===== src/rtl/rng_host_pkg.sv =====
package rng_host_pkg;
  localparam int ADDR_W = 8;
  localparam int DATA_W = 32;
  localparam int POOL_W = 64;

  localparam logic [ADDR_W-1:0] OFS_OUT_LO = 8'h00;
  localparam logic [ADDR_W-1:0] OFS_OUT_HI = 8'h04;
  localparam logic [ADDR_W-1:0] OFS_STAT   = 8'h08;
  localparam logic [ADDR_W-1:0] OFS_IEN    = 8'h0C;
  localparam logic [ADDR_W-1:0] OFS_CLR    = 8'h10;
  localparam logic [ADDR_W-1:0] OFS_CTRL   = 8'h14;
  localparam logic [ADDR_W-1:0] OFS_CFG    = 8'h18;
  localparam logic [ADDR_W-1:0] OFS_MASK   = 8'h1C;

  typedef enum logic [1:0] {
    SQ_OFF   = 2'd0,
    SQ_START = 2'd1,
    SQ_RUN   = 2'd2,
    SQ_HOLD  = 2'd3
  } seq_state_t;
endpackage


===== src/rtl/rng_sampler.sv =====
module rng_sampler #(
  parameter int NOSC  = 24,
  parameter int DIV_W = 4
) (
  input  logic             clk,
  input  logic             rst,
  input  logic             active_i,
  input  logic [DIV_W-1:0] div_i,
  input  logic [NOSC-1:0]  mask_i,
  input  logic [NOSC-1:0]  osc_i,
  output logic             tick_o,
  output logic             bit_o
);
  logic [NOSC-1:0]  cap_q;
  logic [DIV_W-1:0] dcnt_q;

  // one capture flop per oscillator, gated by its mask bit
  for (genvar g = 0; g < NOSC; g++) begin : g_cap
    always_ff @(posedge clk) begin
      if (rst) cap_q[g] <= 1'b0;
      else     cap_q[g] <= osc_i[g] & mask_i[g];
    end
  end

  assign bit_o  = ^cap_q;
  assign tick_o = active_i && (dcnt_q == div_i);

  always_ff @(posedge clk) begin
    if (rst || !active_i) dcnt_q <= '0;
    else if (tick_o)      dcnt_q <= '0;
    else                  dcnt_q <= dcnt_q + 1'b1;
  end
endmodule


===== src/rtl/rng_refill_seq.sv =====
module rng_refill_seq
  import rng_host_pkg::*;
#(
  parameter int START_W   = 16,
  parameter int MIN_W     = 8,
  parameter int LONG_LG2  = 8,
  parameter int SHORT_LG2 = 6
) (
  input  logic               clk,
  input  logic               rst,
  input  logic               en_i,
  input  logic               test_i,
  input  logic [START_W-1:0] startup_i,
  input  logic [START_W-1:0] maxr_i,
  input  logic [MIN_W-1:0]   minr_i,
  input  logic               tick_i,
  input  logic               bit_i,
  input  logic               clr_i,
  output logic               active_o,
  output logic               ready_o,
  output logic [POOL_W-1:0]  out_o
);
  localparam int CNT_W = START_W + LONG_LG2 + 1;
  localparam logic [CNT_W-1:0] FULL_N = CNT_W'(1) << (START_W + LONG_LG2);

  seq_state_t st_q;
  logic [CNT_W-1:0]  cnt_q, cnt_inc, start_n, max_n, min_raw, min_n;
  logic [POOL_W-1:0] pool_q, pool_nxt, out_q;
  logic ready_q, en_q, restart;

  assign start_n = (startup_i == '0) ? FULL_N
                 : ({{(CNT_W-START_W){1'b0}}, startup_i} << LONG_LG2);
  assign max_n   = (maxr_i == '0) ? FULL_N
                 : ({{(CNT_W-START_W){1'b0}}, maxr_i} << LONG_LG2);
  assign min_raw = (minr_i == '0) ? max_n
                 : ({{(CNT_W-MIN_W){1'b0}}, minr_i} << SHORT_LG2);
  assign min_n   = (min_raw > max_n) ? max_n : min_raw;
  assign cnt_inc = cnt_q + 1'b1;
  assign restart = en_i && !en_q;

  // feedback from the top bit only in normal mode
  assign pool_nxt = tick_i ? {pool_q[POOL_W-2:0], bit_i ^ (test_i ? 1'b0 : pool_q[POOL_W-1])}
                           : pool_q;

  assign active_o = (st_q == SQ_START) || (st_q == SQ_RUN);
  assign ready_o  = ready_q;
  assign out_o    = out_q;

  always_ff @(posedge clk) begin
    if (rst) begin
      st_q    <= SQ_OFF;
      cnt_q   <= '0;
      pool_q  <= '0;
      out_q   <= '0;
      ready_q <= 1'b0;
      en_q    <= 1'b0;
    end else begin
      en_q <= en_i;
      if (clr_i) ready_q <= 1'b0;
      if (!en_i) begin
        st_q <= SQ_OFF;
      end else if (restart) begin
        st_q    <= SQ_START;
        pool_q  <= '0;
        cnt_q   <= '0;
        ready_q <= 1'b0;
      end else begin
        case (st_q)
          SQ_START: begin
            pool_q <= pool_nxt;
            if (tick_i) begin
              if (cnt_inc >= start_n) begin
                out_q   <= pool_nxt;
                ready_q <= 1'b1;
                cnt_q   <= '0;
                st_q    <= SQ_RUN;
              end else begin
                cnt_q <= cnt_inc;
              end
            end
          end
          SQ_RUN: begin
            pool_q <= pool_nxt;
            if (!ready_q && (cnt_q >= min_n)) begin
              out_q   <= pool_nxt;
              ready_q <= 1'b1;
              cnt_q   <= '0;
            end else if (tick_i) begin
              cnt_q <= cnt_inc;
              if (cnt_inc >= max_n) st_q <= SQ_HOLD;
            end
          end
          SQ_HOLD: begin
            if (!ready_q) begin
              out_q   <= pool_q;
              ready_q <= 1'b1;
              cnt_q   <= '0;
              st_q    <= SQ_RUN;
            end
          end
          default: st_q <= SQ_OFF;
        endcase
      end
    end
  end

  // ready only drops through a clear or a fresh enable
  p_ready_kept_r7: assert property (@(posedge clk) disable iff (rst)
    (ready_q && !clr_i && !restart) |=> ready_q);
  // delivered word is frozen while it is on offer
  p_out_frozen_r6: assert property (@(posedge clk) disable iff (rst)
    (ready_q && !clr_i) |=> $stable(out_q));
  // no sampling once the pool is full
  p_hold_quiet_r9: assert property (@(posedge clk) disable iff (rst)
    (st_q == SQ_HOLD) |-> !tick_i);
endmodule


===== src/rtl/rng_busregs.sv =====
module rng_busregs
  import rng_host_pkg::*;
#(
  parameter int NOSC    = 24,
  parameter int START_W = 16,
  parameter int MIN_W   = 8,
  parameter int DIV_W   = 4
) (
  input  logic               clk,
  input  logic               rst,
  input  logic               sel_i,
  input  logic               wr_i,
  input  logic [ADDR_W-1:0]  addr_i,
  input  logic [DATA_W-1:0]  wdata_i,
  output logic [DATA_W-1:0]  rdata_o,
  input  logic               ready_i,
  input  logic [POOL_W-1:0]  out_i,
  output logic               en_o,
  output logic               test_o,
  output logic [START_W-1:0] startup_o,
  output logic [START_W-1:0] maxr_o,
  output logic [MIN_W-1:0]   minr_o,
  output logic [DIV_W-1:0]   div_o,
  output logic [NOSC-1:0]    mask_o,
  output logic               ien_o,
  output logic               clr_o
);
  logic [START_W-1:0] startup_q, maxr_q;
  logic [MIN_W-1:0]   minr_q;
  logic [DIV_W-1:0]   div_q;
  logic [NOSC-1:0]    mask_q;
  logic               en_q, tma_q, tmb_q, ien_q;
  logic [DATA_W-1:0]  rdata_q, ctrl_rd, cfg_rd;
  logic               wr_hit;

  assign wr_hit = sel_i && wr_i;
  assign clr_o  = wr_hit && (addr_i == OFS_CLR) && wdata_i[0];

  always_ff @(posedge clk) begin
    if (rst) begin
      startup_q <= '0; maxr_q <= '0; minr_q <= '0; div_q <= '0;
      mask_q <= '0; en_q <= 1'b0; tma_q <= 1'b0; tmb_q <= 1'b0; ien_q <= 1'b0;
    end else if (wr_hit) begin
      case (addr_i)
        OFS_IEN:  ien_q <= wdata_i[0];
        OFS_CTRL: begin
          startup_q <= wdata_i[31:16];
          en_q      <= wdata_i[10];
          tmb_q     <= wdata_i[2];
          tma_q     <= wdata_i[1];
        end
        OFS_CFG: begin
          maxr_q <= wdata_i[31:16];
          div_q  <= wdata_i[8 +: DIV_W];
          minr_q <= wdata_i[0 +: MIN_W];
        end
        OFS_MASK: mask_q <= wdata_i[NOSC-1:0];
        default: ;
      endcase
    end
  end

  assign ctrl_rd = {startup_q, 5'b0, en_q, 7'b0, tmb_q, tma_q, 1'b0};
  assign cfg_rd  = {maxr_q, {(8-DIV_W){1'b0}}, div_q, {(8-MIN_W){1'b0}}, minr_q};

  always_ff @(posedge clk) begin
    if (rst) begin
      rdata_q <= '0;
    end else if (sel_i && !wr_i) begin
      case (addr_i)
        OFS_OUT_LO: rdata_q <= ready_i ? out_i[31:0]  : '0;
        OFS_OUT_HI: rdata_q <= ready_i ? out_i[63:32] : '0;
        OFS_STAT:   rdata_q <= {31'b0, ready_i};
        OFS_IEN:    rdata_q <= {31'b0, ien_q};
        OFS_CTRL:   rdata_q <= ctrl_rd;
        OFS_CFG:    rdata_q <= cfg_rd;
        OFS_MASK:   rdata_q <= DATA_W'(mask_q);
        default:    rdata_q <= '0;
      endcase
    end
  end

  assign rdata_o   = rdata_q;
  assign en_o      = en_q;
  assign test_o    = en_q && tma_q && tmb_q;
  assign startup_o = startup_q;
  assign maxr_o    = maxr_q;
  assign minr_o    = minr_q;
  assign div_o     = div_q;
  assign mask_o    = mask_q;
  assign ien_o     = ien_q;

  // configuration changes only through a bus write
  p_cfg_stable_r1: assert property (@(posedge clk) disable iff (rst)
    !wr_hit |=> ($stable(maxr_q) && $stable(minr_q) && $stable(div_q) && $stable(mask_q)));
endmodule


===== src/rtl/rng_host_if.sv =====
module rng_host_if
  import rng_host_pkg::*;
#(
  parameter int NOSC      = 24,
  parameter int START_W   = 16,
  parameter int MIN_W     = 8,
  parameter int DIV_W     = 4,
  parameter int LONG_LG2  = 8,
  parameter int SHORT_LG2 = 6
) (
  input  logic              clk,
  input  logic              rst,
  input  logic              bus_sel,
  input  logic              bus_wr,
  input  logic [ADDR_W-1:0] bus_addr,
  input  logic [DATA_W-1:0] bus_wdata,
  output logic [DATA_W-1:0] bus_rdata,
  input  logic [NOSC-1:0]   osc_i,
  output logic              irq_o
);
  logic               en, test, ien, clr, ready, active, tick, sbit, irq_q;
  logic [START_W-1:0] startup, maxr;
  logic [MIN_W-1:0]   minr;
  logic [DIV_W-1:0]   div;
  logic [NOSC-1:0]    mask;
  logic [POOL_W-1:0]  word;

  rng_busregs #(.NOSC(NOSC), .START_W(START_W), .MIN_W(MIN_W), .DIV_W(DIV_W)) u_regs (
    .clk(clk), .rst(rst), .sel_i(bus_sel), .wr_i(bus_wr), .addr_i(bus_addr),
    .wdata_i(bus_wdata), .rdata_o(bus_rdata), .ready_i(ready), .out_i(word),
    .en_o(en), .test_o(test), .startup_o(startup), .maxr_o(maxr), .minr_o(minr),
    .div_o(div), .mask_o(mask), .ien_o(ien), .clr_o(clr)
  );

  rng_sampler #(.NOSC(NOSC), .DIV_W(DIV_W)) u_samp (
    .clk(clk), .rst(rst), .active_i(active), .div_i(div), .mask_i(mask),
    .osc_i(osc_i), .tick_o(tick), .bit_o(sbit)
  );

  rng_refill_seq #(.START_W(START_W), .MIN_W(MIN_W), .LONG_LG2(LONG_LG2),
                   .SHORT_LG2(SHORT_LG2)) u_seq (
    .clk(clk), .rst(rst), .en_i(en), .test_i(test), .startup_i(startup),
    .maxr_i(maxr), .minr_i(minr), .tick_i(tick), .bit_i(sbit), .clr_i(clr),
    .active_o(active), .ready_o(ready), .out_o(word)
  );

  always_ff @(posedge clk) begin
    if (rst) irq_q <= 1'b0;
    else     irq_q <= ready & ien;
  end
  assign irq_o = irq_q;

  // interrupt only follows an enabled, ready word
  p_irq_source_r10: assert property (@(posedge clk) disable iff (rst)
    irq_o |-> $past(ready && ien));
endmodule


===== config.mk =====
export PLATFORM = sky130hd
export DESIGN_NAME = rng_host_if
export DESIGN_NICKNAME = d
export VERILOG_FILES = /design/src/rtl/rng_host_pkg.sv /design/src/rtl/rng_sampler.sv /design/src/rtl/rng_refill_seq.sv /design/src/rtl/rng_busregs.sv /design/src/rtl/rng_host_if.sv
export SDC_FILE = /design/constraint.sdc
export NUM_CORES = 1
export LEC_CHECK = 0
export BUFFER_PORTS_ARGS = -buffer_cell sky130_fd_sc_hd__buf_2
export CAP_MARGIN = 20
export CORE_UTILIZATION = 50
export DETAILED_ROUTE_END_ITERATION = 6
export GPL_TIMING_DRIVEN = 0
export PLACE_DENSITY = 0.68
export SKIP_LAST_GASP = 1
export SLEW_MARGIN = 20
export SYNTH_ARGS = -nofsm -noshare
export SYNTH_HDL_FRONTEND = slang
export SYNTH_SLANG_ARGS = --single-unit
export TNS_END_PERCENT = 1

===== constraint.sdc =====
create_clock -name clk -period 6.45 [get_ports clk]
set_input_delay 1.29 -clock clk [delete_from_list [all_inputs] [get_ports clk]]
set_output_delay 1.29 -clock clk [all_outputs]
set_load 0.02 [all_outputs]

==> results.tsv, run 1 <==
metric	value	unit
status	finished clean	
p_leak	6.16	nW
critPathSlowestCell	o32ai_1	
fin_crit	5.78	ns
cts_tree	built	
htree_levels	2	
layout_commonest_cell	dfxtp_1	
synth_nets	1790	
grt_max_degree	14	
path_delay_family	compound AO/OA/AOI/OAI gates	
drtIter0Drc	1151	
drt-pass1-iter-count	7	
final_cell_mix	290 x dfxtp_1, 227 x nand2_1, 149 x nor2_1, 126 x a21oi_1, 109 x buf_2	
ff2ff_setup_slack	0.67	ns
yosys_warnings	0	
cp_max_fo	10	
port_buffers	98	
vias_per_cell	5.91	
cpPeakStageDelay	0.54	ns
timing.hold.ws	0.474	ns
hold_class	reg2reg	
synth.distinct_cells	74	
post_cts_buffers	0	
yosysTopAreaCell	dfxtp_1	
clkTransAtPathRegs	0.06	ns
grt_pass1_wl	68.1	mm
endpoint_kind	register	
min_from	u_regs.mask_o[0]$_SDFFE_PP0P_	
drv_slew	0	
path_cells	nor4_1 -> and2_1 -> clkbuf_1 -> a21o_1 -> ha_1 -> nor2b_1 -> o21a_1 -> o21ai_0 -> nand2b_1 -> a21oi_1 -> nor2b_1 -> o21ai_2 -> mux2_2 -> ha_1 -> o21ai_0 -> a21oi_1 -> o21ai_0 -> a31oi_4 -> o32ai_1 -> clkbuf_1 -> nand2_1 -> o311ai_0	
ys_seq_area_share	39.0	%
placed_cells	2138	
netlist_instances	1656	
placementRows	62	
synth_seq_cells	290	
io-pin-count	101	
synth.top_cell.area_share	39.0	%
fin_worst_skew	0.0159	ns
grt_usage	28.2	%
core_area	29000	um^2
cp_common_cell	o21ai_0	
layout-drive-gt1-share	17.7	%
syn_avg_cell_area	9.00	um^2
clk_latency	0.51	ns
fmax	173	MHz
rsz0062_at_grt	false	
cellPowerDensity	227	nW/um^2
syn_area	14900	um^2
die_width	175	um
r2r_end	u_seq.cnt_q[2]$_SDFFE_PP0P_	
hold_viol	0	
synth.area.top_cells	dfxtp_1 39%, nand2_1 5.7%, ha_1 5.5%	
relSlewSlack	31.5	%
synth_edf_count	0	
cp_data_required_time	6.84	ns
path_buf_inv	2	
dieArea	30500	um^2
wl_per_cell	19.9	um
fin_tns_setup	0	ns
global_route.overflow_total	0	
min_period_over_period	89.7	%
min_to	u_regs.mask_o[0]$_SDFFE_PP0P_	
setup_violations	0	
initial_utilization	51.4	%
globalplace.congestion	0.939	
cts.sinks	290	
ys.flop_type	dfxtp_1	
p_total	0.00387	W
vdd_drop_max	0.000184	V
syn_to_final_growth	14.3	%
critical_path_class	reg2reg	
grt_pass1_vias	12500	
rr_worst_depth	22	
drcViolationCount	0	
clock-root-buffer	clkbuf_16	
dpl.hpwl	33.0	mm
worstMarginPinSlew	1.01	ns
routed_wl	43.7	mm
antenna_cells	0	
max_cap_violations	0	
nNetsFinal	1924	
arrival	6.18	ns
cp-start-kind	register	
ant_nets	0	
fin_util	58.7	%
hold_path_depth	2	
vias	13000	
ys_async_sr_fraction	0	%
antenna_found_initial	0	
die_h	175	um
rr_startpoint	u_regs.minr_o[0]$_SDFFE_PP0P_	
stdcell_count	2198	
clockBufferDepth	3	
numCtsBuffers	34	
[sequential cells by signal, summed over array words and instances (netlist names)]
| signal | count |
|---|---|
| u_samp.cap_q | 24 |
| u_seq.out_o | 64 |
| u_samp.dcnt_q | 4 |
| u_seq.ready_o | 1 |
| u_seq.cnt_q | 25 |
| u_regs.startup_o | 16 |
| u_regs.rdata_o | 32 |
| u_regs.mask_o | 24 |
| u_regs.maxr_o | 16 |
| u_seq.pool_q | 64 |
| u_regs.tmb_q | 1 |
| u_regs.ien_o | 1 |
| u_seq.en_q | 1 |
| u_seq.st_q | 2 |
| irq_o | 1 |
| u_regs.tma_q | 1 |
| u_regs.div_o | 4 |
| u_regs.en_o | 1 |
| u_regs.minr_o | 8 |
[cells in the mapped netlist, drive strengths merged, types with 37 or more instances]
cell and instances:
clkbuf 85, ha 66, nor2 149, a22o 44, o21ai 39, a22oi 77, dfxtp 290, inv 44
buf 37, a21oi 186, nand2 227, mux2i 81, a211oi 66
[worst reg2reg max path, cell delays in order (launching register included)]
cell and delay [ns]:
dfxtp_1 0.38, nor4_1 0.35, and2_1 0.17, clkbuf_1 0.25, a21o_1 0.19, ha_1 0.24, nor2b_1 0.13, o21a_1 0.16
o21ai_0 0.13, nand2b_1 0.07, a21oi_1 0.15, nor2b_1 0.07, o21ai_2 0.48, mux2_2 0.44, ha_1 0.30, o21ai_0 0.10
a21oi_1 0.10, o21ai_0 0.49, a31oi_4 0.21, o32ai_1 0.54, clkbuf_1 0.49, nand2_1 0.11, o311ai_0 0.12
[layer usage]
layer	track usage, %	vias up	wire length [um]
met1	37.5	6269	18800
met4	8.95	0	1230
met5	0	-	0
li1	-	6214	-
met2	47.2	432	20700
met3	3.96	81	2940
[area by class of cell]
class	instances	area (um^2)
Fill cell	2592	12000
Multi-Input combinational cell	1200	8220
Sequential cell	290	5810
Clock buffer	52	1030
Buffer	122	717
Timing Repair Buffer	98	490
Tap cell	384	480
Inverter	44	165
Clock inverter	8	123
[worst max-delay path by stage]
stage | start | to | slack [ns] | cells past startpoint
global route | u_regs.minr_o[3]$_SDFFE_PP0P_ | u_seq.cnt_q[4]$_SDFFE_PP0P_ | 0.20 | 22
floorplan | u_regs.minr_o[0]$_SDFFE_PP0P_ | u_seq.out_o[0]$_SDFFE_PP0P_ | 1.57 | 24
CTS | u_regs.minr_o[0]$_SDFFE_PP0P_ | u_seq.cnt_q[2]$_SDFFE_PP0P_ | 0.49 | 22
global placement | u_regs.minr_o[0]$_SDFFE_PP0P_ | u_seq.cnt_q[4]$_SDFFE_PP0P_ | 0.58 | 22
finish | u_regs.minr_o[0]$_SDFFE_PP0P_ | u_seq.cnt_q[2]$_SDFFE_PP0P_ | 0.67 | 22
detailed placement | u_regs.minr_o[0]$_SDFFE_PP0P_ | u_seq.cnt_q[2]$_SDFFE_PP0P_ | 0.53 | 22
[logic make-up (layout without fill, tap and decap cells)]
group	after synthesis	in the layout	share of synthesized area, %
buf+inv	166	324	5.92
xor+xnor	48	48	2.82
compound gates	482	482	25.0
flops	290	290	39.0
simple gates	519	519	16.0
fa+ha+maj	66	66	5.54
mux	85	85	5.74
[timing repair]
action,CTS,global route
setup endpoints to repair,0,15
resized for setup,0,1
hold buffers,0,0
[power breakdown]
part	internal [W]	leakage (nW)	switching, W	total (W)
clock	0.00122	0.568	0.000753	0.00197
sequential	0.00179	2.33	0.000000414	0.00179
combinational	0.0000270	3.26	0.0000727	0.0000997
[stage by stage]
step	setup slack (ns)	area, um^2
3_5_place_dp	0.535	15900
5_1_grt	0.197	17000
2_1_floorplan	1.57	14900
6_report	0.665	17000
4_1_cts	0.495	17000
3_3_place_gp	0.583	15900
No activity file was read; power rests on OpenSTA's default activity.
==> inputs of run 2 (changes only) <==
--- a/config.mk
+++ b/config.mk
@@ -7,9 +7,11 @@
 export LEC_CHECK = 0
 export BUFFER_PORTS_ARGS = -buffer_cell sky130_fd_sc_hd__buf_2
 export CAP_MARGIN = 20
+export CORE_MARGIN = 2
 export CORE_UTILIZATION = 50
 export DETAILED_ROUTE_END_ITERATION = 6
 export GPL_TIMING_DRIVEN = 0
+export HOLD_SLACK_MARGIN = 0.05
 export PLACE_DENSITY = 0.68
 export SKIP_LAST_GASP = 1
 export SLEW_MARGIN = 20
==> run 2 against run 1 <==
  * The flow now finishes with violations (DRC)
  * Non-clock buffer count stayed put
  * Worst setup slack worse by 0.056 ns
  * Die area grew 2.3%
  * Sequential share of layout area down 0.15 points
  * Sequential power about the same
  * Critical path depth unchanged
  * Global-route usage down 0.54 points
  * Maximum frequency decreased by 0.96%
  * Largest cell class unchanged
==> results.tsv, run 2 (synthesis results as in run 1) <==
metric	value	unit	change
status	finished, violations left		was finished clean
violations	DRC		
design_area	17100	um^2	was 17000 um^2
clkTransAtPathRegs	0.06	ns	about the same
io-pin-count	101		unchanged
critPathSlowestCell	o32ai_1		unchanged
syn_to_final_growth	14.8	%	was 14.3%
clock-root-buffer	clkbuf_16		unchanged
rsz0062_at_grt	false		unchanged
dpl.hpwl	33.5	mm	was 33.0 mm
vias	13100		was 13000
die_h	177	um	was 175 um
seqCellArea	5810	um^2	unchanged
layout-drive-gt1-share	17.8	%	was 17.7%
die_width	177	um	was 175 um
relSlewSlack	24.1	%	was 31.5%
vias_per_cell	5.94		was 5.91
antenna_cells	0		unchanged
min_period_over_period	90.6	%	was 89.7%
multiInputGateArea	8220	um^2	unchanged
cellPowerDensity	231	nW/um^2	was 227 nW/um^2
fin_crit	5.84	ns	was 5.78 ns
drtIter0Drc	1100		was 1151
routed_wl	44.1	mm	was 43.7 mm
p_leak	6.19	nW	was 6.16 nW
htree_levels	2		unchanged
hold_class	reg2reg		unchanged
hold_viol	0		unchanged
endpoint_kind	register		unchanged
cts_tree	built		unchanged
numCtsBuffers	35		was 34
drv_slew	0		unchanged
drcViolationCount	15		was 0
worstMarginPinSlew	1.12	ns	was 1.01 ns
cp-start-kind	register		unchanged
ff2ff_setup_slack	0.61	ns	was 0.67 ns
fmax	171	MHz	was 173 MHz
clk_latency	0.52	ns	was 0.51 ns
nFillCells	2657		was 2592
ant_nets	0		unchanged
nNetsFinal	1925		was 1924
core_area	29500	um^2	was 29000 um^2
setup_violations	0		unchanged
port_buffers	98		unchanged
final_cell_mix	290 x dfxtp_1, 227 x nand2_1, 149 x nor2_1, 126 x a21oi_1, 109 x buf_2		unchanged
fin_worst_skew	0.0187	ns	was 0.0159 ns
post_cts_buffers	0		unchanged
path_cells	nor4_1 -> and2_1 -> clkbuf_1 -> a21o_1 -> ha_1 -> nor2b_1 -> o21a_1 -> o21ai_0 -> nand2b_1 -> a21oi_1 -> nor2b_1 -> o21ai_2 -> mux2_2 -> ha_1 -> o21ai_0 -> a21oi_1 -> o21ai_0 -> a31oi_4 -> o32ai_1 -> clkbuf_1 -> nand2_1 -> o311ai_0		unchanged
vdd_drop_max	0.000198	V	was 0.000184 V
arrival	6.25	ns	was 6.18 ns
cp_data_required_time	6.86	ns	was 6.84 ns
cpPeakStageDelay	0.59	ns	was 0.54 ns
fin_tns_setup	0	ns	unchanged
grt_usage	27.7	%	was 28.2%
place_area	15900	um^2	about the same
max_cap_violations	0		unchanged
global_route.overflow_total	0		unchanged
layout_commonest_cell	dfxtp_1		unchanged
dieArea	31200	um^2	was 30500 um^2
wl_per_cell	20.0	um	was 19.9 um
initial_utilization	50.5	%	was 51.4%
drt-pass1-iter-count	7		unchanged
cts.sinks	290		unchanged
cp_common_cell	o21ai_0		unchanged
critical_path_class	reg2reg		unchanged
grt_pass1_vias	12600		was 12500
globalplace.congestion	0.914		was 0.939
antenna_found_initial	0		unchanged
clockBufferDepth	3		unchanged
grt_pass1_wl	68.3	mm	was 68.1 mm
grt_max_degree	14		unchanged
cp_max_fo	10		unchanged
placementRows	63		was 62
==> run 2: cell types whose count changed in the layout (fill, tap and decap cells not counted), sizes merged <==
cell      delta
bufinv       +1
clkinvlp     +2
clkbuf       +1
==> run 2: final timing paths <==
path                                 startpoint                       endpoint  depth (start not counted)
setup / recovery  u_regs.minr_o[0]$_SDFFE_PP0P_    u_seq.cnt_q[2]$_SDFFE_PP0P_                         22
setup reg to reg  u_regs.minr_o[0]$_SDFFE_PP0P_    u_seq.cnt_q[2]$_SDFFE_PP0P_                         22
hold reg to reg   u_regs.mask_o[8]$_SDFFE_PP0P_  u_regs.mask_o[8]$_SDFFE_PP0P_                          2
hold / removal    u_regs.mask_o[8]$_SDFFE_PP0P_  u_regs.mask_o[8]$_SDFFE_PP0P_                          2
==> run 2: through the flow <==
step | hold slack [ns] | total power (W) | utilization [%] | instances | setup slack (ns)
after CTS | 0.473 | 0.00398 | 58.0 | 2208 | 0.405
after detailed placement | 0.465 | 0.00193 | 53.9 | 2144 | 0.461
after global placement | 0.458 | 0.00193 | 53.9 | 2144 | 0.466
after floorplan | 0.423 | 0.00188 | - | 1656 | 1.57
after global routing | 0.501 | 0.00406 | 58.0 | 2208 | 0.142
final | 0.473 | 0.00395 | 58.0 | 2208 | 0.609
==> run 2: repair_timing <==
action                     in CTS  in global routing
setup endpoints to repair       0                 20
hold buffers                    0                  0
gates resized for setup         0                  1
==> run 2: critical path, delay by kind of cell, from the launching register on <==
kind                     cells  cell delay [ns]
flip-flops                   1             0.37
adder cells (fa/ha/maj)      2             0.53
buffers and inverters        2             0.77
multiplexers                 1             0.44
AO/OA/AOI/OAI               11             2.71
AND/OR/NAND/NOR              6             0.89
==> run 2: report_power, final <==
group	internal (W)	total, W	switching (W)
sequential	0.00179	0.00179	0.000000413
clock	0.00128	0.00206	0.000777
combinational	0.0000270	0.000101	0.0000741
total	0.00310	0.00395	0.000851
==> run 2: per-layer routing <==
metal  share of wire [%]  global-route usage, %  up-vias
met2                  47                   46.9      455
met3                 6.0                   3.48      108
met4                 3.6                   9.71        0
met1                  43                   36.3     6317
met5                   0                      0        -
li1                    -                      -     6226
==> run 2: layout make-up <==
type,count,share of cell area (%)
multi-input cells,1200,48.0
flip-flops and latches,290,33.9
clock buffers,53,6.11
plain buffers,122,4.19
repair buffers,98,2.87
well taps,390,2.85
clock inverters,11,1.02
inverters,44,0.966
